--- src/rtl/addrfilt_pkg.sv ---
package addrfilt_pkg;

  typedef enum logic [2:0] {
    RSN_NONE    = 3'd0,
    RSN_BCAST   = 3'd1,
    RSN_EXACT   = 3'd2,
    RSN_UHASH   = 3'd3,
    RSN_GHASH   = 3'd4,
    RSN_PROMISC = 3'd5
  } reason_e;

  // Control-to-datapath strobes
  typedef struct packed {
    logic start;  // frame start seen this cycle
    logic take;   // rxByte is an address byte this cycle
    logic last;   // rxByte is the final address byte
  } strobe_t;

  localparam logic [31:0] CRC_POLY = 32'h04C1_1DB7;

  // One byte into a left-shifting CRC register, bit 0 of the byte first
  function automatic logic [31:0] crcByte(input logic [31:0] crcIn,
                                          input logic [7:0]  dataIn);
    logic [31:0] c;
    logic        fb;
    c = crcIn;
    for (int k = 0; k < 8; k++) begin
      fb = c[31] ^ dataIn[k];
      c  = {c[30:0], 1'b0};
      if (fb) c = c ^ CRC_POLY;
    end
    return c;
  endfunction

endpackage

--- src/rtl/addrfilt_ctrl.sv ---
module addrfilt_ctrl
  import addrfilt_pkg::*;
#(
  parameter int ADDR_BYTES = 6
) (
  input  logic    clk,
  input  logic    rstN,
  input  logic    sofIn,
  input  logic    byteValid,
  output strobe_t strb
);

  localparam int CNT_W = $clog2(ADDR_BYTES + 1);
  localparam logic [CNT_W-1:0] LAST_IDX = CNT_W'(ADDR_BYTES - 1);

  logic             active;
  logic [CNT_W-1:0] cnt;

  always_comb begin
    strb.start = sofIn;
    strb.take  = byteValid && (active || sofIn);
    strb.last  = byteValid && active && !sofIn && (cnt == LAST_IDX);
  end

  always_ff @(posedge clk) begin
    if (!rstN) begin
      active <= 1'b0;
      cnt    <= '0;
    end else if (sofIn) begin
      active <= 1'b1;
      cnt    <= byteValid ? CNT_W'(1) : '0;
    end else if (strb.take) begin
      if (strb.last) begin
        active <= 1'b0;
        cnt    <= '0;
      end else begin
        cnt <= cnt + CNT_W'(1);
      end
    end
  end

  // a start always (re)opens capture
  p_restart_r9: assert property (@(posedge clk) disable iff (!rstN)
    sofIn |=> active);

  // byte count never reaches the address length while capturing
  p_cnt_bound_r9: assert property (@(posedge clk) disable iff (!rstN)
    cnt < CNT_W'(ADDR_BYTES));

  // with no capture open and no start, nothing advances
  p_idle_hold_r11: assert property (@(posedge clk) disable iff (!rstN)
    (!active && !sofIn) |=> (!active && $stable(cnt)));

endmodule

--- src/rtl/addrfilt_dp.sv ---
module addrfilt_dp
  import addrfilt_pkg::*;
#(
  parameter int ADDR_BYTES = 6,
  parameter int HASH_BITS  = 6
) (
  input  logic                    clk,
  input  logic                    rstN,
  input  strobe_t                 strb,
  input  logic [7:0]              rxByte,
  input  logic [8*ADDR_BYTES-1:0] stationAddr,
  input  logic [(1<<HASH_BITS)-1:0] uniHash,
  input  logic [(1<<HASH_BITS)-1:0] grpHash,
  input  logic                    bcastReject,
  input  logic                    promiscOn,
  output logic                    decValid,
  output logic                    accept,
  output reason_e                 reason
);

  localparam int ADDR_W    = 8 * ADDR_BYTES;
  localparam int HASH_SIZE = 1 << HASH_BITS;

  // configuration snapshot
  logic [ADDR_W-1:0]    stationSnap;
  logic [HASH_SIZE-1:0] uniSnap;
  logic [HASH_SIZE-1:0] grpSnap;
  logic                 bcastRejSnap;
  logic                 promSnap;

  // address capture: holds all but the final byte
  logic [ADDR_W-9:0]    addrR;
  logic [31:0]          crcR;
  logic [31:0]          nextCrc;
  logic [ADDR_W-1:0]    fullAddr;
  logic [HASH_BITS-1:0] hashIdx;
  logic                 isBcast;
  logic                 isGroup;
  logic                 isExact;
  reason_e              decRsn;

  always_comb begin
    nextCrc  = crcByte(strb.start ? 32'hFFFF_FFFF : crcR, rxByte);
    fullAddr = {addrR, rxByte};
    hashIdx  = nextCrc[31 -: HASH_BITS];
    isBcast  = &fullAddr;
    isGroup  = fullAddr[ADDR_W-8];
    isExact  = (fullAddr == stationSnap);

    if (promSnap)               decRsn = RSN_PROMISC;
    else if (isBcast)           decRsn = bcastRejSnap ? RSN_NONE : RSN_BCAST;
    else if (isGroup)           decRsn = grpSnap[hashIdx] ? RSN_GHASH : RSN_NONE;
    else if (isExact)           decRsn = RSN_EXACT;
    else if (uniSnap[hashIdx])  decRsn = RSN_UHASH;
    else                        decRsn = RSN_NONE;
  end

  always_ff @(posedge clk) begin
    if (!rstN) begin
      stationSnap  <= '0;
      uniSnap      <= '0;
      grpSnap      <= '0;
      bcastRejSnap <= 1'b0;
      promSnap     <= 1'b0;
    end else if (strb.start) begin
      stationSnap  <= stationAddr;
      uniSnap      <= uniHash;
      grpSnap      <= grpHash;
      bcastRejSnap <= bcastReject;
      promSnap     <= promiscOn;
    end
  end

  always_ff @(posedge clk) begin
    if (!rstN) begin
      crcR  <= '1;
      addrR <= '0;
    end else if (strb.take) begin
      crcR  <= nextCrc;
      addrR <= {addrR[ADDR_W-17:0], rxByte};
    end else if (strb.start) begin
      crcR  <= '1;
      addrR <= '0;
    end
  end

  always_ff @(posedge clk) begin
    if (!rstN) begin
      decValid <= 1'b0;
      accept   <= 1'b0;
      reason   <= RSN_NONE;
    end else begin
      decValid <= strb.last;
      if (strb.last) begin
        accept <= (decRsn != RSN_NONE);
        reason <= decRsn;
      end
    end
  end

  // decision strobe never lasts two cycles
  p_pulse_single_r7: assert property (@(posedge clk) disable iff (!rstN)
    decValid |=> !decValid);

  // verdict and reason agree
  p_accept_reason_r8: assert property (@(posedge clk) disable iff (!rstN)
    decValid |-> (accept == (reason != RSN_NONE)));

  // promiscuous snapshot forces the promiscuous reason
  p_promisc_wins_r5: assert property (@(posedge clk) disable iff (!rstN)
    (decValid && promSnap) |-> (reason == RSN_PROMISC));

  // broadcast reason never appears under a broadcast-reject snapshot
  p_bcast_policy_r1: assert property (@(posedge clk) disable iff (!rstN)
    (decValid && bcastRejSnap) |-> (reason != RSN_BCAST));

endmodule

--- src/rtl/addrfilt_top.sv ---
module addrfilt_top
  import addrfilt_pkg::*;
#(
  parameter int ADDR_BYTES = 6,
  parameter int HASH_BITS  = 6
) (
  input  logic                      clk,
  input  logic                      rstN,
  input  logic                      sofIn,
  input  logic                      byteValid,
  input  logic [7:0]                rxByte,
  input  logic [8*ADDR_BYTES-1:0]   stationAddr,
  input  logic [(1<<HASH_BITS)-1:0] uniHash,
  input  logic [(1<<HASH_BITS)-1:0] grpHash,
  input  logic                      bcastReject,
  input  logic                      promiscOn,
  output logic                      decValid,
  output logic                      accept,
  output logic [2:0]                reason
);

  strobe_t strb;
  reason_e dpReason;

  addrfilt_ctrl #(.ADDR_BYTES(ADDR_BYTES)) u_ctrl (
    .clk       (clk),
    .rstN      (rstN),
    .sofIn     (sofIn),
    .byteValid (byteValid),
    .strb      (strb)
  );

  addrfilt_dp #(.ADDR_BYTES(ADDR_BYTES), .HASH_BITS(HASH_BITS)) u_dp (
    .clk         (clk),
    .rstN        (rstN),
    .strb        (strb),
    .rxByte      (rxByte),
    .stationAddr (stationAddr),
    .uniHash     (uniHash),
    .grpHash     (grpHash),
    .bcastReject (bcastReject),
    .promiscOn   (promiscOn),
    .decValid    (decValid),
    .accept      (accept),
    .reason      (dpReason)
  );

  assign reason = dpReason;

endmodule

--- config.mk ---
export PLATFORM = sky130hd
export DESIGN_NAME = addrfilt_top
export DESIGN_NICKNAME = d
export VERILOG_FILES = /design/src/rtl/addrfilt_pkg.sv /design/src/rtl/addrfilt_ctrl.sv /design/src/rtl/addrfilt_dp.sv /design/src/rtl/addrfilt_top.sv
export SDC_FILE = /design/constraint.sdc
export NUM_CORES = 1
export LEC_CHECK = 0
export BUFFER_PORTS_ARGS = -buffer_cell sky130_fd_sc_hd__buf_2
export CORE_MARGIN = 2
export CORE_UTILIZATION = 50
export CTS_BUF_LIST = sky130_fd_sc_hd__clkbuf_8 sky130_fd_sc_hd__clkbuf_16
export DETAILED_ROUTE_END_ITERATION = 10
export PLACE_DENSITY = 0.74
export SYNTH_ARGS = -nofsm -noshare
export SYNTH_HDL_FRONTEND = slang
export SYNTH_SLANG_ARGS = --single-unit
--- constraint.sdc ---
create_clock -name clk -period 3.2 [get_ports clk]
set_input_delay 0.8 -clock clk [delete_from_list [all_inputs] [get_ports clk]]
set_output_delay 0.8 -clock clk [all_outputs]
set_load 0.02 [all_outputs]
==> impl_metrics.env <==
export IMPL_p_leak_nw=6.43
export IMPL_antenna_found_initial=0
export IMPL_cp_arrival_ns=3.52
export IMPL_hpwl_mm=25.4
export IMPL_final_cell_mix="dfxtp_1, nor2b_1, mux2i_1, buf_2, xnor2_1"
export IMPL_vdd_drop_max_mv=0.402
export IMPL_crit_required_ns=3.62
export IMPL_clk_pin_slew_ns=0.06
export IMPL_status="finished clean"
export IMPL_rsz0062_at_grt="no"
export IMPL_die_y_um=164
export IMPL_max_slew_margin_pct=38.6
export IMPL_internal_power_mw=6.25
export IMPL_path_class="reg2reg"
export IMPL_overflow=0
export IMPL_drt_iter0_markers=904
export IMPL_cts_tree="built"
export IMPL_grt_pass1_vias=9716
export IMPL_viasPerCell=5.43
export IMPL_clock_path_buffers=3
export IMPL_synth_cells=1308
export IMPL_worst_slew_pin_slew_ns=0.922
export IMPL_grt_max_degree=101
export IMPL_p_per_area_nw_per_um2=561
export IMPL_io_buffers=194
export IMPL_first_pass_iters=7
export IMPL_crit_path_top_delay_cell="xor3_2"
export IMPL_hold_class="in2reg"
export IMPL_critical_path_top_delay_family="compound AO/OA/AOI/OAI gates"
export IMPL_hold_viol=0
export IMPL_worst_path_max_fanout=4
export IMPL_cts_buffers=27
export IMPL_async_flop_share_pct=0
export IMPL_pwr_share_seq_pct=41.0
export IMPL_fin_skew_ns=0.00894
export IMPL_start_util_pct=50.9
export IMPL_crit_path_cell_trace="xor3_2 -> or3_4 -> a211oi_4 -> buf_4 -> o211ai_1 -> buf_4 -> nor3_1 -> nor4_1 -> a211oi_1 -> buf_4 -> o21ai_1 -> nand4b_1 -> a41oi_2"
export IMPL_fp_dieArea_sq_um=26900
export IMPL_fmaxAchievable_mhz=323
export IMPL_grt_pass1_wl_mm=52.9
export IMPL_rows=58
export IMPL_p_sw_mw=2.46
export IMPL_grt_usage_pct=24.9
export IMPL_maxCapViolCount=0
export IMPL_setup_tns_ns=0
export IMPL_syn_cell_area_sq_um=12800
export IMPL_final_max_slew_viol_count=0
export IMPL_drive_gt1_share_pct=23.8
export IMPL_dieWidth_um=164
export IMPL_setup_viol=0
export IMPL_path_buf_inv=3
export IMPL_cpPeakStageDelay_ns=0.51
export IMPL_synth_seq_cells=259
export IMPL_synth_cell_types=59
export IMPL_finalPower_mw=8.72
export IMPL_critPathMostFrequentCell="buf_4"
export IMPL_ios=195
export IMPL_nets=1725
export IMPL_pwr_share_comb_pct=24.9
export IMPL_avgSynthCellArea_sq_um=9.80
export IMPL_wl_per_cell_um=18.2
export IMPL_core_area_sq_um=25200
export IMPL_drt_total_wl_mm=34.1
export IMPL_cts_max_level=1
export IMPL_gp_congestion=0.879
export IMPL_netSwitchingFraction_pct=28.3
export IMPL_cts_sinks=259
export IMPL_routed_via_count=10200
export IMPL_diodes=0
export IMPL_ant_nets=0
export IMPL_crit_path_start_kind="flop"
export IMPL_synth_edf_count=0
export IMPL_clockRootBuffer="clkbuf_16"
export IMPL_area_growth_pct=21.2
export IMPL_syn_nets=1500
export IMPL_ys_warnings_count=0
export IMPL_pwr_share_clk_pct=34.1
export IMPL_yosysSeqAreaShare_pct=40.5
export IMPL_final_common_cell="dfxtp_1"
export IMPL_period_share_pct=96.7
export IMPL_fin_crit_ns=3.09
export IMPL_end_kind="flop"
export IMPL_drc=0
export IMPL_ys_flop_type="dfxtp_1"
export IMPL_clkLatencyLatePin_ns=0.55
export IMPL_fin_hold_ws_ns=0.511
[worst paths after layout]
check	start	cells after the start	slack, ns	end
worst max register to register	u_dp.crcR[29]	13	0.11	u_dp.accept
worst max-delay path	u_dp.crcR[29]	13	0.11	u_dp.accept
worst min-delay path	stationAddr[6]	3	0.51	u_dp.stationSnap[6]
worst min register to register	u_ctrl.cnt[2]	2	0.51	u_ctrl.cnt[2]
[layer usage]
metal | GRT usage (%) | wire length [um] | vias to the layer above | share of wire, %
met4 | 6.62 | 914 | 0 | 2.7
li1 | - | - | 5015 | -
met3 | 3.71 | 2040 | 51 | 6.0
met1 | 35.3 | 15800 | 4789 | 46
met5 | 0 | 0 | - | 0
met2 | 39.8 | 15400 | 324 | 45
[what timing repair did]
| action | 4_1_cts | 5_1_grt |
|---|---|---|
| buffers inserted | 0 | 1 |
| hold buffers | 0 | 0 |
| resized for setup | 1 | 3 |
| pin swaps | 0 | 5 |
| endpoints found under the setup margin | 1 | 4 |
| gates cloned | 0 | 0 |
[area by class of cell]
| type | count | area, sq um |
|---|---|---|
| repair buffers | 292 | 1820 |
| inverters | 3 | 11.3 |
| fillers | 2120 | 9650 |
| multi-input cells | 950 | 7270 |
| flip-flops and latches | 259 | 5190 |
| clock buffers | 32 | 744 |
| clock inverters | 9 | 82.6 |
| well taps | 330 | 413 |
[sequential cells by signal, indices dropped and copies added, names as in the netlist]
name / cells
u_ctrl.active: 1
u_ctrl.cnt: 3
u_dp.accept: 1
u_dp.addrR: 40
u_dp.bcastRejSnap: 1
u_dp.crcR: 32
u_dp.decValid: 1
u_dp.grpSnap: 64
u_dp.promSnap: 1
u_dp.reason: 3
u_dp.stationSnap: 48
u_dp.uniSnap: 64
[power by group through the flow]
stage	sequential (mW)	combinational (mW)	clock [mW]
finish	3.58	2.17	2.97
detailed placement	3.64	2.11	0
global placement	3.64	2.07	0
global route	3.59	2.34	3.15
CTS	3.57	2.13	3.02
floorplan	3.57	1.44	0
[Yosys cell counts, types with 3 or more instances]
| cell type | count | area [sq um] |
|---|---|---|
| xor2_1 | 22 | 193 |
| mux2i_1 | 205 | 2050 |
| mux4_2 | 19 | 428 |
| nand4_1 | 27 | 169 |
| nor2_1 | 43 | 161 |
| nor4_1 | 7 | 43.8 |
| o21ai_1 | 3 | 15.0 |
| a211oi_1 | 4 | 30.0 |
| a21oi_1 | 29 | 145 |
| nand2_1 | 80 | 300 |
| or3_1 | 6 | 37.5 |
| xnor2_2 | 4 | 65.1 |
| buf_4 | 8 | 60.1 |
| buf_1 | 19 | 71.3 |
| buf_2 | 9 | 45.0 |
| o21ai_0 | 37 | 185 |
| a31oi_1 | 3 | 18.8 |
| nand4b_1 | 3 | 26.3 |
| xnor2_1 | 97 | 850 |
| inv_1 | 3 | 11.3 |
| nand3_1 | 9 | 45.0 |
| clkbuf_1 | 59 | 221 |
| nor3_1 | 17 | 85.1 |
| a22oi_1 | 41 | 308 |
| o31ai_1 | 3 | 22.5 |
| o22ai_1 | 22 | 138 |
| nor2b_1 | 221 | 1380 |
| o211ai_1 | 7 | 52.6 |
| dfxtp_1 | 259 | 5180 |
| o21a_1 | 4 | 30.0 |
[metrics by stage]
| step | worst slack [ns] | area, sq um | std cells | utilization, % |
|---|---|---|---|---|
| floorplan | -0.0346 | 12900 | 1308 | - |
| global placement | -0.332 | 14700 | 1833 | 58.3 |
| detailed placement | -0.397 | 14700 | 1833 | 58.3 |
| CTS | 0.0550 | 15500 | 1874 | 61.6 |
| global route | 0.00688 | 15500 | 1875 | 61.7 |
| finish | 0.106 | 15500 | 1875 | 61.7 |
[worst reg2reg max path: cells and delay by family, from the launching register on]
| family | cells | cell delay, ns |
|---|---|---|
| AO/OA/AOI/OAI | 5 | 0.80 |
| XOR/XNOR | 1 | 0.51 |
| buffers and inverters | 3 | 0.53 |
| flip-flops | 1 | 0.35 |
| AND/OR/NAND/NOR | 4 | 0.79 |
[cell families (layout without fill, tap and decap cells)]
family | count (synthesis) | in the layout | synth area share (%)
adder cells (fa/ha/maj) | 2 | 2 | 0.195
buffers and inverters | 99 | 336 | 3.28
AND/OR/NAND/NOR | 424 | 424 | 18.2
AO/OA/AOI/OAI | 171 | 171 | 8.83
multiplexers | 227 | 227 | 19.9
flip-flops | 259 | 259 | 40.5
XOR/XNOR | 126 | 126 | 9.19
(Power assumes the default switching activity.)
